===== src/rtl/texaddr_pkg.sv =====
package texaddr_pkg;

    localparam int COORD_W = 10;
    localparam int LVL_W   = 4;
    localparam int ADDR_W  = 2 * COORD_W;
    localparam int SHAMT_W = $clog2(COORD_W + 1);
    localparam int PAIRS   = COORD_W - 1;

    typedef struct packed {
        logic [COORD_W-1:0] s;
        logic [COORD_W-1:0] t;
        logic [LVL_W-1:0]   lvl;
    } texel_req_t;

    // Row shift for a level: level 0 and levels above COORD_W are special cases
    function automatic logic [SHAMT_W-1:0] level_shift(input logic [LVL_W-1:0] lvl);
        if (lvl == '0)
            return SHAMT_W'(COORD_W);
        else if (int'(lvl) <= COORD_W)
            return SHAMT_W'(COORD_W - int'(lvl));
        else
            return '0;
    endfunction

    // Bits below the shift amount are column bits
    function automatic logic [COORD_W-1:0] column_mask(input logic [SHAMT_W-1:0] shamt);
        logic [COORD_W-1:0] m;
        for (int i = 0; i < COORD_W; i++)
            m[i] = (int'(shamt) > i);
        return m;
    endfunction

endpackage


===== src/rtl/texaddr_capture.sv =====
module texaddr_capture
    import texaddr_pkg::*;
(
    input  logic               clk,
    input  logic               rst,
    input  logic [COORD_W-1:0] s_in,
    input  logic [COORD_W-1:0] t_in,
    input  logic [LVL_W-1:0]   lod_in,
    input  logic               lod_src_sel,
    input  logic [LVL_W-1:0]   user_lod,
    output texel_req_t         req
);

    logic [COORD_W-1:0] s_q, t_q;
    logic [LVL_W-1:0]   lod_q, ulod_q;
    logic               sel_q;

    always_ff @(posedge clk) begin
        if (rst) begin
            s_q    <= '0;
            t_q    <= '0;
            lod_q  <= '0;
            ulod_q <= '0;
            sel_q  <= 1'b0;
        end else begin
            s_q    <= s_in;
            t_q    <= t_in;
            lod_q  <= lod_in;
            ulod_q <= user_lod;
            sel_q  <= lod_src_sel;
        end
    end

    always_comb begin
        req.s   = s_q;
        req.t   = t_q;
        req.lvl = sel_q ? lod_q : ulod_q;
    end

endmodule


===== src/rtl/texaddr_offset.sv =====
module texaddr_offset
    import texaddr_pkg::*;
(
    input  logic              clk,
    input  logic              rst,
    input  logic [LVL_W-1:0]  lvl,
    output logic [ADDR_W-1:0] level_start
);

    localparam int PAD_W = ADDR_W - 2 * PAIRS;

    genvar k;
    generate
        for (k = 0; k < PAIRS; k++) begin : g_pair
            assign level_start[ADDR_W-1-2*k] = 1'b0;
            assign level_start[ADDR_W-2-2*k] = (int'(lvl) > k + 1);
        end
        if (PAD_W > 0) begin : g_pad
            assign level_start[PAD_W-1:0] = '0;
        end
    endgenerate

    AST_START_LOW_LEVELS: assert property (@(posedge clk) disable iff (rst)
        (lvl <= LVL_W'(1)) |-> (level_start == '0));
    AST_START_EVEN_BITS: assert property (@(posedge clk) disable iff (rst)
        (level_start & {COORD_W{2'b10}}) == '0);

endmodule


===== src/rtl/texaddr_shifter.sv =====
module texaddr_shifter
    import texaddr_pkg::*;
(
    input  logic               clk,
    input  logic               rst,
    input  logic [COORD_W-1:0] din,
    input  logic [SHAMT_W-1:0] shamt,
    output logic [ADDR_W-1:0]  dout
);

    logic [ADDR_W-1:0] stage [SHAMT_W+1];

    assign stage[0] = ADDR_W'(din);

    genvar i;
    generate
        for (i = 0; i < SHAMT_W; i++) begin : g_stage
            assign stage[i+1] = shamt[i] ? (stage[i] << (1 << i)) : stage[i];
        end
    endgenerate

    assign dout = stage[SHAMT_W];

    AST_SHIFT_REVERSIBLE: assert property (@(posedge clk) disable iff (rst)
        (int'(shamt) <= COORD_W) |-> ((dout >> shamt) == ADDR_W'(din)));

endmodule


===== src/rtl/texaddr_gen.sv =====
module texaddr_gen
    import texaddr_pkg::*;
(
    input  logic               clk,
    input  logic               rst,
    input  logic [COORD_W-1:0] s_in,
    input  logic [COORD_W-1:0] t_in,
    input  logic [LVL_W-1:0]   lod_in,
    input  logic               lod_src_sel,
    input  logic [LVL_W-1:0]   user_lod,
    input  logic               base_wr_en,
    input  logic [ADDR_W-1:0]  base_wr_data,
    output logic [ADDR_W-1:0]  tex_addr
);

    texel_req_t         req;
    logic [SHAMT_W-1:0] shamt;
    logic [COORD_W-1:0] col_mask;
    logic [ADDR_W-1:0]  row_word;
    logic [ADDR_W-1:0]  level_start;
    logic [ADDR_W-1:0]  merged;
    logic [ADDR_W-1:0]  base_q;
    logic [ADDR_W-1:0]  addr_q;

    texaddr_capture u_capture (
        .clk(clk), .rst(rst), .s_in(s_in), .t_in(t_in), .lod_in(lod_in),
        .lod_src_sel(lod_src_sel), .user_lod(user_lod), .req(req)
    );

    assign shamt    = level_shift(req.lvl);
    assign col_mask = column_mask(shamt);

    texaddr_shifter u_shifter (
        .clk(clk), .rst(rst), .din(req.t), .shamt(shamt), .dout(row_word)
    );

    texaddr_offset u_offset (
        .clk(clk), .rst(rst), .lvl(req.lvl), .level_start(level_start)
    );

    genvar b;
    generate
        for (b = 0; b < COORD_W; b++) begin : g_merge
            assign merged[b] = col_mask[b] ? req.s[b] : row_word[b];
        end
    endgenerate
    assign merged[ADDR_W-1:COORD_W] = row_word[ADDR_W-1:COORD_W];

    always_ff @(posedge clk) begin
        if (rst) begin
            base_q <= '0;
            addr_q <= '0;
        end else begin
            if (base_wr_en)
                base_q <= base_wr_data;
            addr_q <= merged + base_q + level_start;
        end
    end

    assign tex_addr = addr_q;

    AST_BASE_HOLDS: assert property (@(posedge clk) disable iff (rst)
        !base_wr_en |=> $stable(base_q));
    AST_ADDR_TRACKS_STATE: assert property (@(posedge clk) disable iff (rst)
        (!$past(rst) && $stable(req) && $stable(base_q)) |=> $stable(addr_q));
    AST_ROW_BITS_CLEAR: assert property (@(posedge clk) disable iff (rst)
        (row_word[COORD_W-1:0] & col_mask) == '0);

endmodule


===== config.mk =====
export PLATFORM = sky130hd
export DESIGN_NAME = texaddr_gen
export DESIGN_NICKNAME = d
export VERILOG_FILES = /design/src/rtl/texaddr_pkg.sv /design/src/rtl/texaddr_capture.sv /design/src/rtl/texaddr_offset.sv /design/src/rtl/texaddr_shifter.sv /design/src/rtl/texaddr_gen.sv
export SDC_FILE = /design/constraint.sdc
export NUM_CORES = 1
export LEC_CHECK = 0
export ABC_AREA = 1
export BUFFER_PORTS_ARGS = -buffer_cell sky130_fd_sc_hd__buf_2
export CAP_MARGIN = 20
export CORE_UTILIZATION = 30
export CTS_BUF_LIST = sky130_fd_sc_hd__clkbuf_2 sky130_fd_sc_hd__clkbuf_4 sky130_fd_sc_hd__clkbuf_8
export DETAILED_ROUTE_END_ITERATION = 12
export RECOVER_POWER = 50
export SYNTH_ARGS = -nofsm -noshare
export SYNTH_HDL_FRONTEND = slang
export SYNTH_SLANG_ARGS = --single-unit

===== constraint.sdc =====
create_clock -name clk -period 5.4 [get_ports clk]
set_input_delay 0.27 -clock clk [delete_from_list [all_inputs] [get_ports clk]]
set_output_delay 0.27 -clock clk [all_outputs]
set_load 0.005 [all_outputs]

# [After elaboration in Yosys (flattened, before gate mapping)]
# Cells that the tools add are included.
[word_totals] regBits=69 latchBits=0 ram_bits=0 romBits=0 inputBits=52 out_inout_bits=20 wordCells=48 n_memories=0
[op_classes] n_addsub=3 multipliers=0 n_div=0 n_lt_le_gt_ge=20 eq_ne=0 n_shift=0 mux=17 bitwise_logic=0 n_reduce_logical=1
[ops] cell="$mux W20" n=3
[ops] cell="$gt A4 B3 Y1 const B" n=8
[ops] cell="$add A20 B19 Y20" n=1
[ops] cell="$add A20 B20 Y20" n=1
[ops] cell="$gt A4 B2 Y1 const B" n=4
[ops] cell="$gt A4 B4 Y1 const B" n=4
[ops] cell="$gt A4 B1 Y1 const B" n=3
[ops] cell="$mux W4" n=3
[ops] cell="$mux W11" n=1
[ops] cell="$mux W1" n=10
[ops] cell="$le A4 B4 Y1 const B" n=1
[ops] cell="$logic_not A4 Y1" n=1
[ops] cell="$sub A4 B4 Y4 const A" n=1

# [Depth between registers and ports, before layout]
# Gate-level depths: netlist of the first run.
[depth] depth_word=11 ltp_mapped=33 depth_no_buf=32

# [Cells and area by module]
# From an unflattened synthesis of the first run, not the netlist that was laid out.
[unflattened] cells_unflattened=706 hier_area_um2=4788.3
[by_module_without_submodules] mod="texaddr_gen" n_inst=1 cells_per_inst=449 area_per_inst_um2=3129.3 seq_area_each_um2=800.8
[by_module_without_submodules] mod="texaddr_capture" n_inst=1 cells_per_inst=103 area_per_inst_um2=874.6 seq_area_each_um2=580.6
[by_module_without_submodules] mod="texaddr_shifter" n_inst=1 cells_per_inst=125 area_per_inst_um2=629.4 seq_area_each_um2=0.0
[by_module_without_submodules] mod="texaddr_offset" n_inst=1 cells_per_inst=29 area_per_inst_um2=155.1 seq_area_each_um2=0.0

# [Least setup slack after synthesis of the first run]
# No wires, ideal clock.
[synth_path] kind="register -> register" from="register u_capture.sel_q" to="register addr_q[17] (netlist: tex_addr[17])" setup_ps=113 arrival_ps=4112 required_ps=5287 slack_ps=1175 path_stages_with_launch=27 path_buffers=1 period_less_slack_ps=4225 path_cell_list="dfxtp_1 > inv_2 > or2_0 > o21ai_2 > inv_1 > ha_1 > nand2_1 > nand3_1 > nand2_4 > nand3_4 > buf_12 > o21ai_1 > o21ai_1 > mux2i_1 > nand2_1 > nand2_1 > fa_1 > ha_1 > nand2_1 > nor2_1 > nand4_1 > o21ai_0 > a21oi_1 > o21ai_0 > nand2_1 > nand2_1 > nor2_1"
[synth_between] elab_chain_cells=11 word_cells_on_any_way=40 classes_between="add/sub: 3; order compare: 19; mux: 17; reduce/logical: 1"
[synth_lines] element="from (decl)" line="texaddr_capture.sv:16" rtl="logic sel_q;"
[synth_lines] element="from (signal assigned)" line="texaddr_capture.sv:30" rtl="sel_q <= lod_src_sel;"
[synth_lines] element="$mux W4 (*)" line="texaddr_capture.sv:37" rtl="req.lvl = sel_q ? lod_q : ulod_q;"
[synth_lines] element="$sub A4 B4 Y4 / $le A4 B4 Y1 (equally long branches)" line="texaddr_pkg.sv:20, texaddr_pkg.sv:19"
[synth_lines] element="$mux W4" line="texaddr_pkg.sv:19" rtl="else if (int'(lvl) <= COORD_W)"
[synth_lines] element="$mux W4" line="texaddr_pkg.sv:17" rtl="if (lvl == '0)"
[synth_lines] element="$mux W11" line="texaddr_shifter.sv:18" rtl="assign stage[i+1] = shamt[i] ? (stage[i] << (1 << i)) : stage[i];"
[synth_lines] element="$mux W20 (3 in series)" line="texaddr_shifter.sv:18"
[synth_lines] element="$mux W1" line="texaddr_gen.sv:44" rtl="assign merged[b] = col_mask[b] ? req.s[b] : row_word[b];"
[synth_lines] element="$add A20 B20 Y20" line="texaddr_gen.sv:56" rtl="addr_q <= merged + base_q + level_start;"
[synth_lines] element="$add A20 B19 Y20 (*)" line="texaddr_gen.sv:56"
[synth_lines] element="to (signal assigned)" line="texaddr_gen.sv:56"
[synth_lines] element="to (decl)" line="texaddr_gen.sv:23" rtl="logic [ADDR_W-1:0] addr_q;"
# Mark *: on every way between the ends. The rest lies on a longest branch, timed or not.
# A chain may end at the register's enable or synchronous reset.

# [Worst setup path in the final report of the first run]
[layout_path] from="register u_capture.sel_q" to="register addr_q[16] (netlist: tex_addr[16])"
# The elaborated chain is that of the path after synthesis.

==> results of run 1 <==
[final timing paths]
kind / start / endpoint / slack (ps)
hold / removal: t_in[7] / u_capture.t_q[7] / 100
setup reg to reg: u_capture.sel_q / tex_addr[16] / 590
setup / recovery: u_capture.sel_q / tex_addr[16] / 590
hold reg to reg: base_q[6] / base_q[6] / 510
[flip-flops by register name, indices dropped and copies added, names as in the netlist]
register	cells
base_q	20
tex_addr	20
u_capture.s_q	10
u_capture.t_q	10
u_capture.lod_q	4
u_capture.ulod_q	4
u_capture.sel_q	1
[cells in the mapped netlist (all sizes together)]
library cell	n	area, um2
nand2	102	410
inv	90	338
nor2	82	313
o21ai	75	420
dfxtp	69	1380
a21oi	43	215
ha	32	400
nand3	23	155
fa	10	200
clkbuf	9	35.0
buf	8	68.8
nand4	6	37.5
o31ai	5	37.5
nor3	4	20.0
o22ai	3	18.8
or2	3	18.8
a21o	2	15.0
mux2i	2	20.0
o211ai	2	15.0
a21boi	1	7.51
a31oi	1	6.26
and2	1	6.26
o21a	1	7.51
xnor2	1	8.76
xor2	1	8.76
[worst max-delay path: stages (launching register included)]
cell and delay, ps:
dfxtp_2 410, inv_2 90, or2_0 220, o21ai_2 120, inv_1 120, ha_1 240, nand2_1 100, nand3_1 120
nand2_4 120, nand3_4 200, inv_2 140, nand2_1 50, o21ai_1 140, o21ai_2 90, nand2_1 60, nand2_1 60
o21ai_1 250, fa_1 480, ha_1 400, nand2_1 90, nor3_1 290, nand3_1 140, nand3_1 170, a21oi_1 130
o21ai_0 230, o21ai_0 100, a21oi_1 150
[layout by cell type (no fill, tap or decap), drive strengths merged]
cell type  count
a21boi         1
a21o           2
a21oi         43
a31oi          1
and2           1
buf           66
clkbuf        16
clkinv         4
clkinvlp       3
dfxtp         69
fa            10
ha            32
inv           89
mux2i          2
nand2        102
nand3         23
nand4          6
nor2          82
nor3           4
o211ai         2
o21a           1
o21ai         75
o22ai          3
o31ai          5
or2            3
xnor2          1
xor2           1
[repair_timing]
item	4_1_cts	5_1_grt
hold buffers	0	0
resized for setup	0	5
endpoints found under the setup margin	0	6
[per-layer routing]
metal  up-vias  part of all wire (%)  global-route usage [%]
li1       1986                     -                       -
met1      1651                    51                    20.9
met2        83                    43                    22.5
met3         9                   4.5                    3.71
met4         0                   1.1                    6.88
met5         -                     0                       0
[logic make-up (layout without fill, tap and decap cells)]
family / after synthesis / after routing / synth area share [%]
fa+ha+maj: 42 / 42 / 14.4
buf+inv: 107 / 178 / 10.6
mux: 2 / 2 / 0.481
flops: 69 / 69 / 33.2
simple gates: 221 / 221 / 23.1
compound gates: 133 / 133 / 17.8
xor+xnor: 2 / 2 / 0.421
[power breakdown]
| part | total [mW] | switching (mW) | internal [mW] |
|---|---|---|---|
| clock network | 0.373 | 0.196 | 0.177 |
| registers | 0.600 | 0.0234 | 0.576 |
| logic | 0.620 | 0.394 | 0.227 |
[layout make-up]
type                            instances  share of cell area, %
Multi-Input combinational cell        400                   48.6
Sequential cell                        69                   28.7
Timing Repair Buffer                   72                   7.37
Inverter                               90                   7.09
Tap cell                              176                   4.57
Clock buffer                           10                   2.85
Clock inverter                          6                  0.805
==> impl_metrics.env, run 1 <==
export IMPL_status="complete, no violations"
export IMPL_fillers=1479
export IMPL_antenna_cells=0
export IMPL_overflow=0
export IMPL_cts_setup_buffers=0
export IMPL_power_density_nw_per_um2=330
export IMPL_layout_setup_ws_ps=593
export IMPL_holdWs_ps=98.2
export IMPL_setup_worst_path_start_class="flip-flop"
export IMPL_die_area_um2=14400
export IMPL_finClkSkew_ps=7.65
export IMPL_die_h_um=120
export IMPL_syn_area_um2=4170
export IMPL_via_per_inst=4.53
export IMPL_drv_slew=0
export IMPL_hpwl_um=8140
export IMPL_grt_use_total_pct=15.3
export IMPL_drcViolationCount=0
export IMPL_gp_congestion=0.840
export IMPL_crit_type="reg2reg"
export IMPL_drtPass1Iterations=4
export IMPL_setup_tns_ps=0
export IMPL_drv_cap=0
export IMPL_crit_required_ps=5700
export IMPL_final_cell_area_um2=4820
export IMPL_portBuffers=71
export IMPL_start_util_pct=31.1
export IMPL_p_leak_nw=2.48
export IMPL_io_pins=72
export IMPL_whs_path_depth=3
export IMPL_final_setup_viol_count=0
export IMPL_final_cells=823
export IMPL_cts_sink_count=69
export IMPL_grt_first_pass_wirelength_um=16800
export IMPL_clockBufferDepth=2
export IMPL_antenna_found_initial=0
export IMPL_placed_cell_area_um2=4640
export IMPL_multi_input_area_um2=2340
export IMPL_post_place_ws_ps=276
export IMPL_syn_num_nets=670
export IMPL_rsz0062_at_grt="false"
export IMPL_numCtsBuffers=9
export IMPL_arrival_ps=5100
export IMPL_hp_class="in2reg"
export IMPL_clk_latency_ps=370
export IMPL_area_growth_pct=15.7
export IMPL_fmax_mhz=208
export IMPL_max_slew_margin_rel_pct=15.1
export IMPL_syn_instance_count=576
export IMPL_vdd_ir_drop_max_v=0.000105
export IMPL_vias=3729
export IMPL_nNetsFinal=736
export IMPL_regArea_um2=1380
export IMPL_cts_root_buf="clkbuf_8"
export IMPL_hold_viol_final=0
export IMPL_ys_seq_area_share_pct=33.2
export IMPL_coreArea_um2=13400
export IMPL_finalCoreUtilization_pct=36.0
export IMPL_cts_tree="built"
export IMPL_drive_gt1_share_pct=17.8
export IMPL_synth_seq_cells=69
export IMPL_wire_per_inst_um=12.3
export IMPL_syn_area_per_cell_um2=7.23
export IMPL_clk_pin_slew_ps=70
export IMPL_ys_types=40
export IMPL_path_max_fanout=16
export IMPL_initialDrtViolationCount=248
export IMPL_rows=42
export IMPL_grt_max_degree=38
export IMPL_dp_cells=807
export IMPL_grt_pass1_vias=3455
export IMPL_worstMarginPinSlew_ps=1270
export IMPL_cts_htree_levels=3
export IMPL_endpoint_kind="flip-flop"
export IMPL_finalCritPeriodShare_pct=89.0
export IMPL_detail_route_antenna_nets=0
export IMPL_synth_warnings=0
export IMPL_postRouteWirelength_um=10100
export IMPL_reg2reg_depth=26
export IMPL_finalCriticalPeriod_ps=4810
export IMPL_total_power_mw=1.59
export IMPL_die_x_um=120
Note: power is estimated with default switching activity, not from simulation.
==> run 2: changes to the inputs <==
BUFFER_PORTS_ARGS = -buffer_cell sky130_fd_sc_hd__clkbuf_2   (was -buffer_cell sky130_fd_sc_hd__buf_2)
==> run 2 against run 1 <==
Compared with the run above: cell count grew 0.36%; power grew 1.5%; first-iteration DRC count shrank 10%; hold slack lost 17 ps; largest power group unchanged.
==> impl_metrics.env, run 2 (synthesis results as in run 1) <==
export IMPL_pwr_share_comb_pct=39.0
export IMPL_holdWs_ps=81.5
export IMPL_reg2reg_depth=26
export IMPL_grt_first_pass_wirelength_um=16800
export IMPL_status="complete, no violations"
export IMPL_clockBufferDepth=2
export IMPL_reg2reg_slack_ps=550
export IMPL_postRouteWirelength_um=10000
export IMPL_endpoint="tex_addr[17]"
export IMPL_setup_tns_ps=0
export IMPL_critPathBufInv=3
export IMPL_portBuffers=71
export IMPL_arrival_ps=5100
export IMPL_vias=3752
export IMPL_p_leak_nw=2.52
export IMPL_max_stage_delay_ps=460
export IMPL_detail_route_antenna_nets=0
export IMPL_hold_viol_final=0
export IMPL_drtPass1Iterations=4
export IMPL_hpwl_um=8030
export IMPL_holdCritStartpoint="t_in[2]"
export IMPL_clk_latency_ps=360
export IMPL_clk_pin_slew_ps=80
export IMPL_initialDrtViolationCount=222
export IMPL_endpoint_kind="flip-flop"
export IMPL_die_h_um=120
export IMPL_r2r_start="u_capture.sel_q"
export IMPL_setup_worst_path_start_class="flip-flop"
export IMPL_die_area_um2=14400
export IMPL_coreArea_um2=13400
export IMPL_wire_per_inst_um=12.1
export IMPL_crit_type="reg2reg"
export IMPL_drv_cap=0
export IMPL_nNetsFinal=739
export IMPL_crit_required_ps=5650
export IMPL_cts_root_buf="clkbuf_8"
export IMPL_grt_max_degree=38
export IMPL_power_density_nw_per_um2=333
export IMPL_vdd_ir_drop_max_v=0.000163
export IMPL_final_setup_viol_count=0
export IMPL_hp_class="in2reg"
export IMPL_grt_pass1_vias=3463
export IMPL_rsz0062_at_grt="false"
export IMPL_rows=42
export IMPL_drv_slew=0
export IMPL_finalCriticalPeriod_ps=4850
export IMPL_crit_top_cell="nand2_1"
export IMPL_layout_commonest_cell="nand2_1"
export IMPL_numCtsBuffers=9
export IMPL_internal_power_mw=1.00
export IMPL_layout_setup_ws_ps=547
export IMPL_antenna_cells=0
export IMPL_finalCritPeriodShare_pct=89.9
export IMPL_antenna_found_initial=0
export IMPL_gp_congestion=0.905
export IMPL_path_max_fanout=16
export IMPL_via_per_inst=4.54
export IMPL_cp_num_cells=26
export IMPL_r2r_end="tex_addr[17]"
export IMPL_grt_use_total_pct=15.0
export IMPL_p_sw_uw=615
export IMPL_area_growth_pct=16.6
export IMPL_crit_slowest_cell="fa_1"
export IMPL_worstMarginPinSlew_ps=1270
export IMPL_cts_sink_count=69
export IMPL_drive_gt1_share_pct=18.5
export IMPL_fillers=1438
export IMPL_overflow=0
export IMPL_drcViolationCount=0
export IMPL_die_x_um=120
export IMPL_final_cell_mix="94 x nand2_1, 85 x inv_1, 80 x nor2_1"
export IMPL_finClkSkew_ps=17.8
export IMPL_fmax_mhz=206
export IMPL_clkPwrFrac_pct=23.9
export IMPL_cts_htree_levels=3
export IMPL_start_util_pct=31.1
export IMPL_post_place_ws_ps=303
export IMPL_cts_tree="built"
export IMPL_switching_share_pct=38.0
export IMPL_power_frac_seq_pct=37.1
export IMPL_io_pins=72
export IMPL_cp_top_family="simple AND/OR/NAND/NOR gates"
export IMPL_max_slew_margin_rel_pct=15.2
export IMPL_cp_startpoint="u_capture.sel_q"
-- run 2: layout make-up --
| cell class | count | area (um2) | share of cell area (%) |
|---|---|---|---|
| Inverter | 90 | 344 | 7.08 |
| Sequential cell | 69 | 1380 | 28.5 |
| Timing Repair Buffer | 75 | 379 | 7.81 |
| Tap cell | 176 | 220 | 4.53 |
| Clock buffer | 12 | 159 | 3.27 |
| Multi-Input combinational cell | 400 | 2350 | 48.4 |
| Clock inverter | 4 | 22.5 | 0.464 |
-- run 2: routing by layer --
layer | vias up | share of wire [%] | routed length (um) | track usage, %
met5 | - | 0 | 0 | 0
met4 | 0 | 1.5 | 155 | 4.92
met3 | 14 | 5.6 | 563 | 3.47
met2 | 121 | 42 | 4260 | 23.4
met1 | 1627 | 50 | 5040 | 20.3
li1 | 1990 | - | - | -
-- run 2: worst min path at each step --
stage | slack [ps] | depth (start not counted) | end
after CTS | 70 | 3 | u_capture.t_q[2]
after floorplan | 380 | 2 | u_capture.lod_q[0]
after detailed placement | 470 | 3 | u_capture.t_q[0]
after global placement | 470 | 3 | u_capture.t_q[0]
final | 80 | 3 | u_capture.t_q[2]
after global routing | 80 | 3 | u_capture.t_q[2]
-- run 2: worst reg2reg max path, stage by stage (launching register included) --
cell and delay (ps):
dfxtp_2 410, inv_2 90, or2_0 220, o21ai_2 120
inv_1 120, ha_1 230, nand2_1 100, nand3_1 120
nand2_4 130, nand3_4 210, o21ai_0 350, inv_1 70
o21ai_1 180, mux2i_1 140, nand2_1 90, nand2_1 80
fa_1 460, ha_1 400, nand2_1 100, nor2_1 150
nand4_1 120, o21ai_1 270, a21oi_1 160, o21ai_0 240
nand2_1 80, nand2_1 70, nor2_1 50
-- run 2: timing repair --
action / CTS / global route
setup endpoints to repair: 0 / 7
hold endpoints to repair: 0 / 0
buffers inserted: 0 / 3
resized for setup: 0 / 8
hold buffers: 0 / 0
-- run 2: power by group through the flow --
stage | Clock [mW] | Sequential [mW] | Combinational, mW
2_1_floorplan | 0 | 0.613 | 0.443
3_3_place_gp | 0 | 0.613 | 0.620
3_5_place_dp | 0 | 0.613 | 0.617
4_1_cts | 0.401 | 0.602 | 0.622
5_1_grt | 0.423 | 0.608 | 0.724
6_report | 0.387 | 0.601 | 0.630
-- run 2: stage by stage --
step / cells / area, um2 / total power, mW / utilization (%)
after detailed placement: 807 / 4640 / 1.23 / 34.7
after CTS: 823 / 4830 / 1.62 / 36.0
after global routing: 826 / 4860 / 1.76 / 36.2
after global placement: 807 / 4640 / 1.23 / 34.7
after floorplan: 576 / 4170 / 1.06 / -
final: 826 / 4860 / 1.62 / 36.2
